`src/rtl/edge_detect_pkg.sv`:
```
package edge_detect_pkg;
  localparam int REG_W     = 32;
  localparam int ADDR_W    = 5;
  localparam int FIELD_W   = 2;
  localparam int MAX_CTRL  = 16;
  localparam int MAX_MASK  = 8;
  localparam int CTRL_BASE = 0;
  localparam int MASK_BASE = 16;
  localparam int FIELDS_PER_REG = REG_W / FIELD_W;

  typedef enum logic [FIELD_W-1:0] {
    EDGE_RISE = 2'b00,
    EDGE_FALL = 2'b01,
    EDGE_BOTH = 2'b10,
    EDGE_OFF  = 2'b11
  } edge_mode_e;
endpackage

```
`src/rtl/edge_bit_cell.sv`:
```
module edge_bit_cell
  import edge_detect_pkg::*;
(
  input  logic               cur_i,
  input  logic               prev_i,
  input  logic               armed_i,
  input  logic [FIELD_W-1:0] mode_i,
  input  logic               mask_i,
  output logic               hit_o
);
  logic rise, fall;

  assign rise = cur_i & ~prev_i;
  assign fall = ~cur_i & prev_i;

  always_comb begin
    hit_o = 1'b0;
    if (armed_i && !mask_i) begin
      unique case (edge_mode_e'(mode_i))
        EDGE_RISE: hit_o = rise;
        EDGE_FALL: hit_o = fall;
        EDGE_BOTH: hit_o = rise | fall;
        EDGE_OFF:  hit_o = 1'b0;
        default:   hit_o = 1'b0;
      endcase
    end
  end
endmodule

```
`src/rtl/edge_cfg_regs.sv`:
```
module edge_cfg_regs
  import edge_detect_pkg::*;
#(
  parameter int DATA_W   = 32,
  parameter int NUM_CTRL = (DATA_W + FIELDS_PER_REG - 1) / FIELDS_PER_REG,
  parameter int NUM_MASK = (DATA_W + REG_W - 1) / REG_W
) (
  input  logic                  clk,
  input  logic                  rst,
  input  logic                  wr_en_i,
  input  logic                  rd_en_i,
  input  logic [ADDR_W-1:0]     addr_i,
  input  logic [REG_W-1:0]      wdata_i,
  output logic [REG_W-1:0]      rdata_o,
  output logic [2*DATA_W-1:0]   mode_o,
  output logic [DATA_W-1:0]     mask_o
);
  localparam int CTRL_BITS = NUM_CTRL * REG_W;
  localparam int MASK_BITS = NUM_MASK * REG_W;

  logic [REG_W-1:0]     ctrl_q [NUM_CTRL];
  logic [REG_W-1:0]     mask_q [NUM_MASK];
  logic [CTRL_BITS-1:0] ctrl_cat;
  logic [MASK_BITS-1:0] mask_cat;
  logic [REG_W-1:0]     rd_next;
  logic                 addr_live;

  // Decode: does the address name a register this instance builds?
  always_comb begin
    addr_live = 1'b0;
    for (int k = 0; k < NUM_CTRL; k++)
      if (addr_i == ADDR_W'(CTRL_BASE + k)) addr_live = 1'b1;
    for (int k = 0; k < NUM_MASK; k++)
      if (addr_i == ADDR_W'(MASK_BASE + k)) addr_live = 1'b1;
  end

  genvar g;
  generate
    for (g = 0; g < NUM_CTRL; g++) begin : g_ctrl
      always_ff @(posedge clk) begin
        if (rst)
          ctrl_q[g] <= '0;
        else if (wr_en_i && addr_i == ADDR_W'(CTRL_BASE + g))
          ctrl_q[g] <= wdata_i;
      end
      assign ctrl_cat[g*REG_W +: REG_W] = ctrl_q[g];
    end
    for (g = 0; g < NUM_MASK; g++) begin : g_mask
      always_ff @(posedge clk) begin
        if (rst)
          mask_q[g] <= '0;
        else if (wr_en_i && addr_i == ADDR_W'(MASK_BASE + g))
          mask_q[g] <= wdata_i;
      end
      assign mask_cat[g*REG_W +: REG_W] = mask_q[g];
    end
  endgenerate

  assign mode_o = ctrl_cat[2*DATA_W-1:0];
  assign mask_o = mask_cat[DATA_W-1:0];

  always_comb begin
    rd_next = '0;
    for (int k = 0; k < NUM_CTRL; k++)
      if (addr_i == ADDR_W'(CTRL_BASE + k)) rd_next = ctrl_q[k];
    for (int k = 0; k < NUM_MASK; k++)
      if (addr_i == ADDR_W'(MASK_BASE + k)) rd_next = mask_q[k];
  end

  always_ff @(posedge clk) begin
    if (rst)
      rdata_o <= '0;
    else if (rd_en_i)
      rdata_o <= rd_next;
  end

  // a write to a reserved slot leaves both banks untouched
  assert_reserved_write_ignored_R8: assert property (@(posedge clk) disable iff (rst)
    (wr_en_i && !addr_live) |=> ($stable(ctrl_cat) && $stable(mask_cat)));

  // a read of a reserved slot returns zero
  assert_reserved_read_zero_R8: assert property (@(posedge clk) disable iff (rst)
    (rd_en_i && !addr_live) |=> (rdata_o == '0));
endmodule

```
`src/rtl/edge_detect_core.sv`:
```
module edge_detect_core
  import edge_detect_pkg::*;
#(
  parameter int DATA_W = 32
) (
  input  logic                clk,
  input  logic                rst,
  input  logic [DATA_W-1:0]   trace_i,
  input  logic [2*DATA_W-1:0] mode_i,
  input  logic [DATA_W-1:0]   mask_i,
  output logic [DATA_W-1:0]   event_o,
  output logic                any_o
);
  logic [DATA_W-1:0] prev_q;
  logic              armed_q;
  logic [DATA_W-1:0] hit;

  genvar g;
  generate
    for (g = 0; g < DATA_W; g++) begin : g_bit
      edge_bit_cell u_cell (
        .cur_i   (trace_i[g]),
        .prev_i  (prev_q[g]),
        .armed_i (armed_q),
        .mode_i  (mode_i[FIELD_W*g +: FIELD_W]),
        .mask_i  (mask_i[g]),
        .hit_o   (hit[g])
      );

      // the reserved code keeps the bit silent
      assert_reserved_code_silent_R4: assert property (@(posedge clk) disable iff (rst)
        (mode_i[FIELD_W*g +: FIELD_W] == 2'b11) |=> !event_o[g]);
    end
  endgenerate

  always_ff @(posedge clk) begin
    if (rst) begin
      prev_q  <= '0;
      armed_q <= 1'b0;
      event_o <= '0;
      any_o   <= 1'b0;
    end else begin
      prev_q  <= trace_i;
      armed_q <= 1'b1;
      event_o <= hit;
      any_o   <= |hit;
    end
  end

  // no event for the first sample after reset
  assert_first_sample_quiet_R10: assert property (@(posedge clk) disable iff (rst)
    !armed_q |=> (event_o == '0));

  // masked bits never report
  assert_masked_silent_R6: assert property (@(posedge clk) disable iff (rst)
    ((event_o & $past(mask_i)) == '0));

  // strobe agrees with the vector
  assert_any_matches_R11: assert property (@(posedge clk) disable iff (rst)
    any_o == (|event_o));
endmodule

```
`src/rtl/edge_detect_array.sv`:
```
module edge_detect_array
  import edge_detect_pkg::*;
#(
  parameter int DATA_W   = 32,
  parameter int NUM_CTRL = (DATA_W + FIELDS_PER_REG - 1) / FIELDS_PER_REG,
  parameter int NUM_MASK = (DATA_W + REG_W - 1) / REG_W
) (
  input  logic              clk,
  input  logic              rst,
  input  logic              cfg_wr_en,
  input  logic              cfg_rd_en,
  input  logic [4:0]        cfg_addr,
  input  logic [31:0]       cfg_wdata,
  output logic [31:0]       cfg_rdata,
  input  logic [DATA_W-1:0] trace_in,
  output logic [DATA_W-1:0] edge_hit,
  output logic              edge_any
);
  logic [2*DATA_W-1:0] mode_w;
  logic [DATA_W-1:0]   mask_w;

  edge_cfg_regs #(
    .DATA_W   (DATA_W),
    .NUM_CTRL (NUM_CTRL),
    .NUM_MASK (NUM_MASK)
  ) u_regs (
    .clk     (clk),
    .rst     (rst),
    .wr_en_i (cfg_wr_en),
    .rd_en_i (cfg_rd_en),
    .addr_i  (cfg_addr),
    .wdata_i (cfg_wdata),
    .rdata_o (cfg_rdata),
    .mode_o  (mode_w),
    .mask_o  (mask_w)
  );

  edge_detect_core #(
    .DATA_W (DATA_W)
  ) u_core (
    .clk     (clk),
    .rst     (rst),
    .trace_i (trace_in),
    .mode_i  (mode_w),
    .mask_i  (mask_w),
    .event_o (edge_hit),
    .any_o   (edge_any)
  );
endmodule

```
`config.mk`:
```
export PLATFORM = sky130hd
export DESIGN_NAME = edge_detect_array
export DESIGN_NICKNAME = d
export VERILOG_FILES = /design/src/rtl/edge_detect_pkg.sv /design/src/rtl/edge_bit_cell.sv /design/src/rtl/edge_cfg_regs.sv /design/src/rtl/edge_detect_core.sv /design/src/rtl/edge_detect_array.sv
export SDC_FILE = /design/constraint.sdc
export NUM_CORES = 1
export LEC_CHECK = 0
export ABC_AREA = 0
export ABC_CLOCK_PERIOD_IN_PS = 4300
export BUFFER_PORTS_ARGS = -buffer_cell sky130_fd_sc_hd__buf_2
export CORE_ASPECT_RATIO = 2
export CORE_MARGIN = 2
export CORE_UTILIZATION = 50
export CTS_CLUSTER_SIZE = 14
export DETAILED_ROUTE_END_ITERATION = 10
export PLACE_DENSITY = 0.75
export SYNTH_ARGS = -nofsm -noshare
export SYNTH_HDL_FRONTEND = slang
export SYNTH_SLANG_ARGS = --single-unit
```
`constraint.sdc`:
```
create_clock -name clk -period 4.3 [get_ports clk]
set_clock_uncertainty 0.05 [all_clocks]
set_input_delay 0.215 -clock clk [delete_from_list [all_inputs] [get_ports clk]]
set_output_delay 0.215 -clock clk [all_outputs]
set_load 0.02 [all_outputs]
```
Word level (Yosys, flattened, before mapping)
Memory sizes are Yosys's and may differ from the RTL's.
Index checks and enable logic that the tools add are counted.

operators by class
  $add $sub $neg = 0
  multipliers = 0
  divide/modulo/power cells = 0
  order comparisons = 0
  eq/ne operators = 98
  shift operators = 0
  multiplexer cells = 83
  bitwise gates (word level) = 162
  reductions and logical operators = 102

operators by type and width
  kind                                                 count
  2-to-1 mux 32 bit                                    6
  equality test 2 bit, second input constant           64
  case mux 1 bit (4 select lines)                      32
  AND 1 bit                                            64
  equality test 2 x 1 -> 1 bit, second input constant  32
  zero test 2 bit                                      32
  inverter 1 bit                                       64
  OR reduction 32 bit                                  2
  2-to-1 mux 1 bit                                     45
  logical AND 1 bit                                    35
  OR 1 bit                                             34
  zero test 1 bit                                      32
  equality test 5 x 1 -> 1 bit, second input constant  1
  equality test 5 bit, second input constant           1
  zero test 5 bit                                      1

storage, ports and cells
  register bits after elaboration = 98
  latch bits = 0
  RAM bits = 96
  memory bits (read-only) = 0
  bits of input ports = 73
  output and inout port bits = 65
  word-level logic and storage cells = 452
  memories = 2

memory list
  memory         depth  bits a word  rd ports  clocked after memory_dff  wr ports  RTL line             text
  u_regs.ctrl_q  2      32           2         0                         2         edge_cfg_regs.sv:21  logic [REG_W-1:0] ctrl_q [NUM_CTRL];
  u_regs.mask_q  1      32           1         0                         1         edge_cfg_regs.sv:22  logic [REG_W-1:0] mask_q [NUM_MASK];

Logic depth before layout (Yosys ltp)
Gate-level depths: netlist (run 1).

  word-level depth = 7
  gate-level depth with buffers = 8

Hierarchy
A second synthesis (run 1) with hierarchy kept.

unflattened totals
  cells, all modules = 950
  area total of the unflattened synthesis = 9728.1 um2

by module, submodules not included
  module                                      instances  cells each  area each (um2)  sequential area each (um2)
  edge_cfg_regs                               1          513         5630.4           3523.4
  edge_bit_cell (u_core.g_bit[0].u_cell ...)  31         9           70.1             0.0
  edge_detect_core                            1          149         1858.0           1321.3
  edge_bit_cell (u_core.g_bit[8].u_cell)      1          9           67.6             0.0

Worst setup path before layout (run 1)
OpenSTA, ideal clock, no wires.

  kind = input port to flip-flop
  from = input cfg_addr[1]
  to = memory u_regs.ctrl_q[0][0] (enable)
  arrival = 3.200 ns
  required time = 3.780 ns
  setup slack = 0.580 ns
  stages = 2
  buffers on the path = 0
  cells stage by stage = or4_1 > o31ai_1

RTL lines
  element             RTL line                 text
  start: declaration  edge_detect_array.sv:12  input logic [4:0] cfg_addr,
  end: declaration    edge_cfg_regs.sv:21

Worst setup path after layout (run 1)
  from = input trace_in[23]
  to = register u_core.any_o

between the ends
  longest elaborated chain between the ends = 6
  elaborated cells between the ends (all ways) = 7
  those cells by class = 2 x mux; 4 x bitwise; 1 x reduce/logical

RTL lines
  element                            RTL line                 text
  start: declaration                 edge_detect_array.sv:15  input logic [DATA_W-1:0] trace_in,
  inverter 1 bit                     edge_bit_cell.sv:14      assign fall = ~cur_i & prev_i;
  AND 1 bit                          edge_bit_cell.sv:14
  OR 1 bit                           edge_bit_cell.sv:22      EDGE_BOTH: hit_o = rise | fall;
  case mux 1 bit (4 select lines) *  edge_bit_cell.sv:19      unique case (edge_mode_e'(mode_i))
  2-to-1 mux 1 bit *                 edge_bit_cell.sv:18      if (armed_i && !mask_i) begin
  OR reduction 32 bit *              edge_detect_core.sv:46   any_o <= |hit;
  end signal: assignment             edge_detect_core.sv:46
  end: declaration                   edge_detect_core.sv:12   output logic any_o

Every way passes the cells marked *; elsewhere a longest branch is shown, timed or not.
A chain may end at the register's enable or synchronous reset.

==> run metrics, run 1 <==
outcome complete, no violations; standard-cell rows 69; clk sinks 194; Die W 98.9 µm; CP Launch Point trace_in[23]; CP Capture Type register; sequential area share after synthesis 0.538; TritonCTS Buffers 17; pwr/cell area 369 nW/µm²; Worst EP arrival 2870 ps; Crit Path Category input port to register; I/O pins 138; max-slew headroom at the worst pin 0.274; H-tree depth 4; RR Startpoint u_core.prev_q[23]; path length in cells of the critical path 9; DR vias 6,933; Layout area overhead 19.9%; yosys warns 0; final setup violation count 0; Max Fclk 381 MHz; Syn Nets 1,023; Worst Reg-to-Reg Cells 8; Syn Inst Count 886; EDFF count, synth 96; Tot GR Track Use 0.243; CTS tree built; Ant. Diodes 0; Synth Register Bits 194; Startpoint Class input port; worst r2r dst u_core.any_o; most frequent cells after synthesis nor2_1 (157), and2_1 (99), dfxtp_1 (98); RSZ-0062 raised after global routing no; Max stage delay on crit path 530 ps; fin. max-slew vios 0; CP cell instances dlygate4sd3_1, buf_2, ha_1, or2_1, a31oi_1, nand4_1, or4_1, nor4_1, o22ai_1; Synth Flop Type dfxtp_1; Slew @ Worst Pin 1090 ps; Max Buffers Root-to-Sink 2; final wirelength 23,800 µm; Leak 4.77 nW; total gr overflow 0; First-pass DRT Iterations 5; setup TNS 0 ps; height of the die 194 µm; vias in the first global route 6,746; cells taking the most area after synthesis edfxtp_1 (32%), dfxtp_1 (22%), ha_1 (8.9%), and2_1 (6.9%), nor2_1 (6.5%); worst hold path type input port to register; final hold violations 0; Post-route DRC 0; Mapped Area 9010 µm²; root buffer cell clkbuf_16; crit path to u_core.any_o; syn_area_per_cell 10.2 µm²; Worst-Skew Late Latency 450 ps; core area 17,700 µm²; Worst path top cell family by delay simple AND/OR/NAND/NOR gates; vias per std cell 5.45; Buffers on Ports 137; top-area cell type share of the netlist area 0.320; final net count 1,182; pin count of the biggest net entering global routing 66; Slowest-stage cell, CP dlygate4sd3_1; Worst IR Drop VDD 0.265 mV; Yosys top cell by area edfxtp_1; CP Max Fanout 2; Starting Density 0.509; fin crit share 0.610; clock slew at reported path FFs 80 ps; placer congestion estimate 0.904; ys async rst share 0; DRT iter0 DRCs 451; Die ar. 19,200 µm²; first-pass GRT wire length 35,500 µm; Post-CTS Setup Bufs 0; count leader, synth nor2_1; library cells used by synthesis 41; drt wl/cell 18.7 µm; fin util 0.611; layout cells sized above 1 0.181; antenna-violating nets left 0; Tmin final 2620 ps; R2R Setup Slk 1760 ps; initial antenna violation count 1; Post-DP HPWL 17,000 µm; Fill cells 1,461; buffers and inverters on the worst path 2; Crit path required time 4550 ps; Max-cap violations 0
worst register-to-register path: stages (launching register included):
cell	delay, ps
dfxtp_1	330
inv_1	50
ha_1	180
or2_1	230
a31oi_1	450
nand4_1	180
or4_1	490
nor4_1	320
o22ai_1	130
layer usage:
| layer | routed length [µm] | part of all wire | global-route usage |
|---|---|---|---|
| met1 | 8520 | 0.36 | 0.263 |
| met2 | 12900 | 0.54 | 0.447 |
| met3 | 1210 | 0.051 | 0.0353 |
| met4 | 1140 | 0.048 | 0.129 |
| met5 | 7 | 0.00029 | 0 |
cell families after synthesis:
| group | Yosys count | synth area share |
|---|---|---|
| simple gates | 371 | 0.211 |
| flops | 194 | 0.538 |
| compound gates | 110 | 0.0743 |
| buf+inv | 109 | 0.0457 |
| fa+ha+maj | 64 | 0.0889 |
| mux | 38 | 0.0426 |
worst min path at each step:
stage	cells after the start	endpoint	from	slack, ps
after detailed placement	2	u_regs.rdata_o[6]	u_regs.rdata_o[6]	430
final	3	u_core.prev_q[10]	trace_in[10]	10
after floorplan	1	u_core.armed_q	rst	260
after global routing	3	u_core.prev_q[16]	trace_in[16]	10
after global placement	3	u_core.prev_q[31]	trace_in[31]	410
after CTS	3	u_core.prev_q[10]	trace_in[10]	2
report_power, final:
part / total [mW] / switching [mW] / internal [mW]
sequential: 2.09 / 0.0700 / 2.02
combinational: 0.353 / 0.211 / 0.142
clock: 1.55 / 0.774 / 0.775
total: 3.99 / 1.05 / 2.94
registers in the layout (all words and copies together) (netlist names):
| register | flops |
|---|---|
| u_core.armed_q | 1 |
| u_regs.mask_q | 32 |
| u_core.event_o | 32 |
| u_core.prev_q | 32 |
| u_regs.ctrl_q | 64 |
| u_core.any_o | 1 |
| u_regs.rdata_o | 32 |
layout by cell type (no fill, tap or decap), types with 3 or more instances in the layout:
cell type        n
mux2_1           3
o22ai_1          3
or2_1           11
mux2i_1         35
nor2_1         157
dfxtp_1         98
nand2b_1         7
buf_4           10
nor4bb_1        16
a2111oi_0        7
dlygate4sd3_1   29
o21ai_0         36
a31oi_1         12
clkinv_4         3
nand4_1          6
inv_1           72
and4bb_1         4
inv_8            6
buf_2          137
nor3_1           4
edfxtp_1        96
clkbuf_16       17
a21oi_1         38
o211ai_1         3
and2_1          99
or2_2            3
nand2_1         53
ha_1            64
cell type report:
class | instances | area [µm²] | area share
Inverter | 73 | 274 | 0.0254
Multi-Input combinational cell | 583 | 3800 | 0.352
Clock buffer | 18 | 429 | 0.0397
Tap cell | 213 | 267 | 0.0247
Sequential cell | 194 | 4840 | 0.448
Clock inverter | 14 | 139 | 0.0129
Timing Repair Buffer | 176 | 1050 | 0.0973
what timing repair did:
| action | 4_1_cts | 5_1_grt |
|---|---|---|
| endpoints found under the hold margin | 29 | 0 |
| hold buffers | 29 | 0 |
| gates resized for setup | 0 | 0 |
per-stage QoR:
| step | hold slack [ps] | cells | power, mW | worst slack [ps] | area [µm²] |
|---|---|---|---|---|---|
| global route | 12.5 | 1271 | 4.11 | 1630 | 10800 |
| floorplan | 259 | 886 | 2.30 | 580 | 9010 |
| global placement | 414 | 1210 | 2.45 | 1660 | 9950 |
| detailed placement | 427 | 1210 | 2.46 | 1590 | 9950 |
| finish | 12.1 | 1271 | 3.99 | 1680 | 10800 |
| CTS | 1.65 | 1271 | 4.01 | 1720 | 10800 |
Note: power is estimated with default switching activity, not from simulation.
==> run 2: changes to the inputs <==
- ABC_CLOCK_PERIOD_IN_PS: 4300 -> 2600
- clock period: 4.3 -> 2.6 ns (I/O delays scaled with it)
==> run metrics, run 2 (synthesis gave the netlist of run 1 again) <==
outcome complete, no violations (unchanged); multi-input logic area 3790 µm² (was 3800 µm²); Worst EP arrival 2710 ps (was 2870 ps); height of the die 194 µm (unchanged); root buffer cell clkbuf_16 (unchanged); pin count of the biggest net entering global routing 66 (unchanged); Max Buffers Root-to-Sink 2 (unchanged); Startpoint Class input port (unchanged); placed cells 1,223 (was 1,210); clock slew at reported path FFs 80 ps (about the same); Slowest-stage cell, CP dlygate4sd3_1 (unchanged); Starting Density 0.509 (unchanged); TritonCTS Buffers 17 (unchanged); critical hold path startpoint cfg_wr_en (was trace_in[10]); final net count 1,231 (was 1,182); Layout area overhead 25.3% (was 19.9%); max-slew headroom at the worst pin 0.477 (was 0.274); pwr/cell area 588 nW/µm² (was 369 nW/µm²); Tot GR Track Use 0.260 (was 0.243); setup TNS 0 ps (unchanged); placed instance area 10,100 µm² (was 9950 µm²); hold slack 212 ps (was 12.1 ps); RR Startpoint u_core.prev_q[29] (was u_core.prev_q[23]); standard-cell rows 69 (unchanged); Max-cap violations 0 (unchanged); fin. max-slew vios 0 (unchanged); Buffers on Ports 137 (unchanged); commonest cells after routing, fill and taps aside nor2_1 (157), buf_2 (137), and2_1 (99), dfxtp_1 (98), edfxtp_1 (96) (unchanged); Hold Path End u_regs.ctrl_q[0][25] (was u_core.prev_q[10]); Worst IR Drop VDD 0.486 mV (was 0.265 mV); final wirelength 24,500 µm (was 23,800 µm); max reg flops 64 (unchanged); final cell area excluding filler cells 11,300 µm² (was 10,800 µm²); final setup violation count 0 (unchanged); layout cells sized above 1 0.186 (was 0.181); core area 17,700 µm² (unchanged); Reg area 4840 µm² (unchanged); fin crit share 0.946; R2R Setup Slk 220 ps (was 1760 ps); worst r2r dst u_core.any_o (unchanged); Cell Count, Final, Fillers Out 1,320 (was 1,271); Fill cells 1,443 (was 1,461); fin util 0.638 (was 0.611); Post-DP HPWL 17,400 µm (was 17,000 µm); Biggest register u_regs.ctrl_q (unchanged); DRT iter0 DRCs 456 (was 451); Crit path required time 2850 ps (was 4550 ps); Die W 98.9 µm (unchanged); RSZ-0062 raised after global routing no (unchanged); Leak 5.00 nW (was 4.77 nW); Post-CTS Setup Bufs 0 (unchanged); clk sinks 194 (unchanged); first-pass GRT wire length 38,200 µm (was 35,500 µm); I/O pins 138 (unchanged); Ant. Diodes 0 (unchanged); dpl ws 245 ps (was 1590 ps); Worst Reg-to-Reg Cells 8 (unchanged); placer congestion estimate 0.877 (was 0.904); Max Fclk 407 MHz; drt wl/cell 18.6 µm (was 18.7 µm); Worst-Skew Late Latency 440 ps (was 450 ps); Design Power 6.64 mW (was 3.99 mW); First-pass DRT Iterations 5 (unchanged); Post-route DRC 0 (unchanged); Slew @ Worst Pin 785 ps (was 1090 ps); # resized after CTS 0 (unchanged); CP Capture Type register (unchanged); vias in the first global route 7,359 (was 6,746); Crit Path Category input port to register (unchanged); H-tree depth 4 (unchanged); final worst slack 142 ps (was 1680 ps); CP cell instances dlygate4sd3_1, buf_2, inv_1, ha_1, mux2_1, o211ai_1, nand4_1, or4_1, nor4_1, o22ai_1 (was dlygate4sd3_1, buf_2, ha_1, or2_1, a31oi_1, nand4_1, or4_1, nor4_1, o22ai_1); vias per std cell 5.37 (was 5.45); initial antenna violation count 1 (unchanged); final hold violations 0 (unchanged); DR vias 7,088 (was 6,933); CTS tree built (unchanged); WHS Path Cells 3 (unchanged); Die ar. 19,200 µm² (unchanged); worst hold path type input port to register (unchanged); commonest non-fill, non-tap cell in the layout nor2_1 (unchanged); CP Max Fanout 2 (unchanged); antenna-violating nets left 0 (unchanged); Max stage delay on crit path 560 ps (was 530 ps); Tmin final 2460 ps; total gr overflow 0 (unchanged)
## run 2: cell count changes in the layout (fill, tap and decap cells not counted), sizes merged
cell / delta
dlygate4sd3: +36
buf: +13
clkbuf: +1
inv: +2
clkinv: -3
## run 2: critical path: cells and delay by family
kind,cells,cell delay (ps)
buffers and inverters,3,740
AND/OR/NAND/NOR,3,930
AO/OA/AOI/OAI,2,420
multiplexers,1,300
adder cells (fa/ha/maj),1,180
## run 2: worst max path at each step
stage,start,cells past startpoint,to
floorplan,cfg_addr[1],4,u_regs.mask_q[0][0]
global placement,u_core.prev_q[30],8,u_core.any_o
detailed placement,u_core.prev_q[29],8,u_core.any_o
CTS,trace_in[29],10,u_core.any_o
global route,trace_in[29],10,u_core.any_o
finish,trace_in[29],10,u_core.any_o
## run 2: layout make-up
class / instances / area share
clock buffer: 19 / 0.0401
clock inverter: 13 / 0.00975
inverter: 73 / 0.0243
multi-input combinational: 583 / 0.336
sequential: 194 / 0.429
tap: 213 / 0.0236
timing repair buffer: 225 / 0.137
## run 2: report_power, final
part / internal [mW] / switching [mW] / leakage (nW)
registers: 3.34 / 0.111 / 1.72
clock network: 1.31 / 1.24 / 0.285
logic: 0.281 / 0.360 / 2.99
## run 2: what timing repair did
item | CTS | global route
hold buffers | 65 | 0
endpoints found under the setup margin | 0 | 0
hold endpoints to repair | 129 | 0
## run 2: per-layer routing
metal | up-vias | wire length [µm] | global-route usage | share of wire
met5 | - | 7 | 0 | 0.00029
met1 | 3376 | 8930 | 0.289 | 0.36
li1 | 3394 | - | - | -
met4 | 2 | 1140 | 0.140 | 0.046
met2 | 258 | 13200 | 0.465 | 0.54
met3 | 58 | 1290 | 0.0418 | 0.052
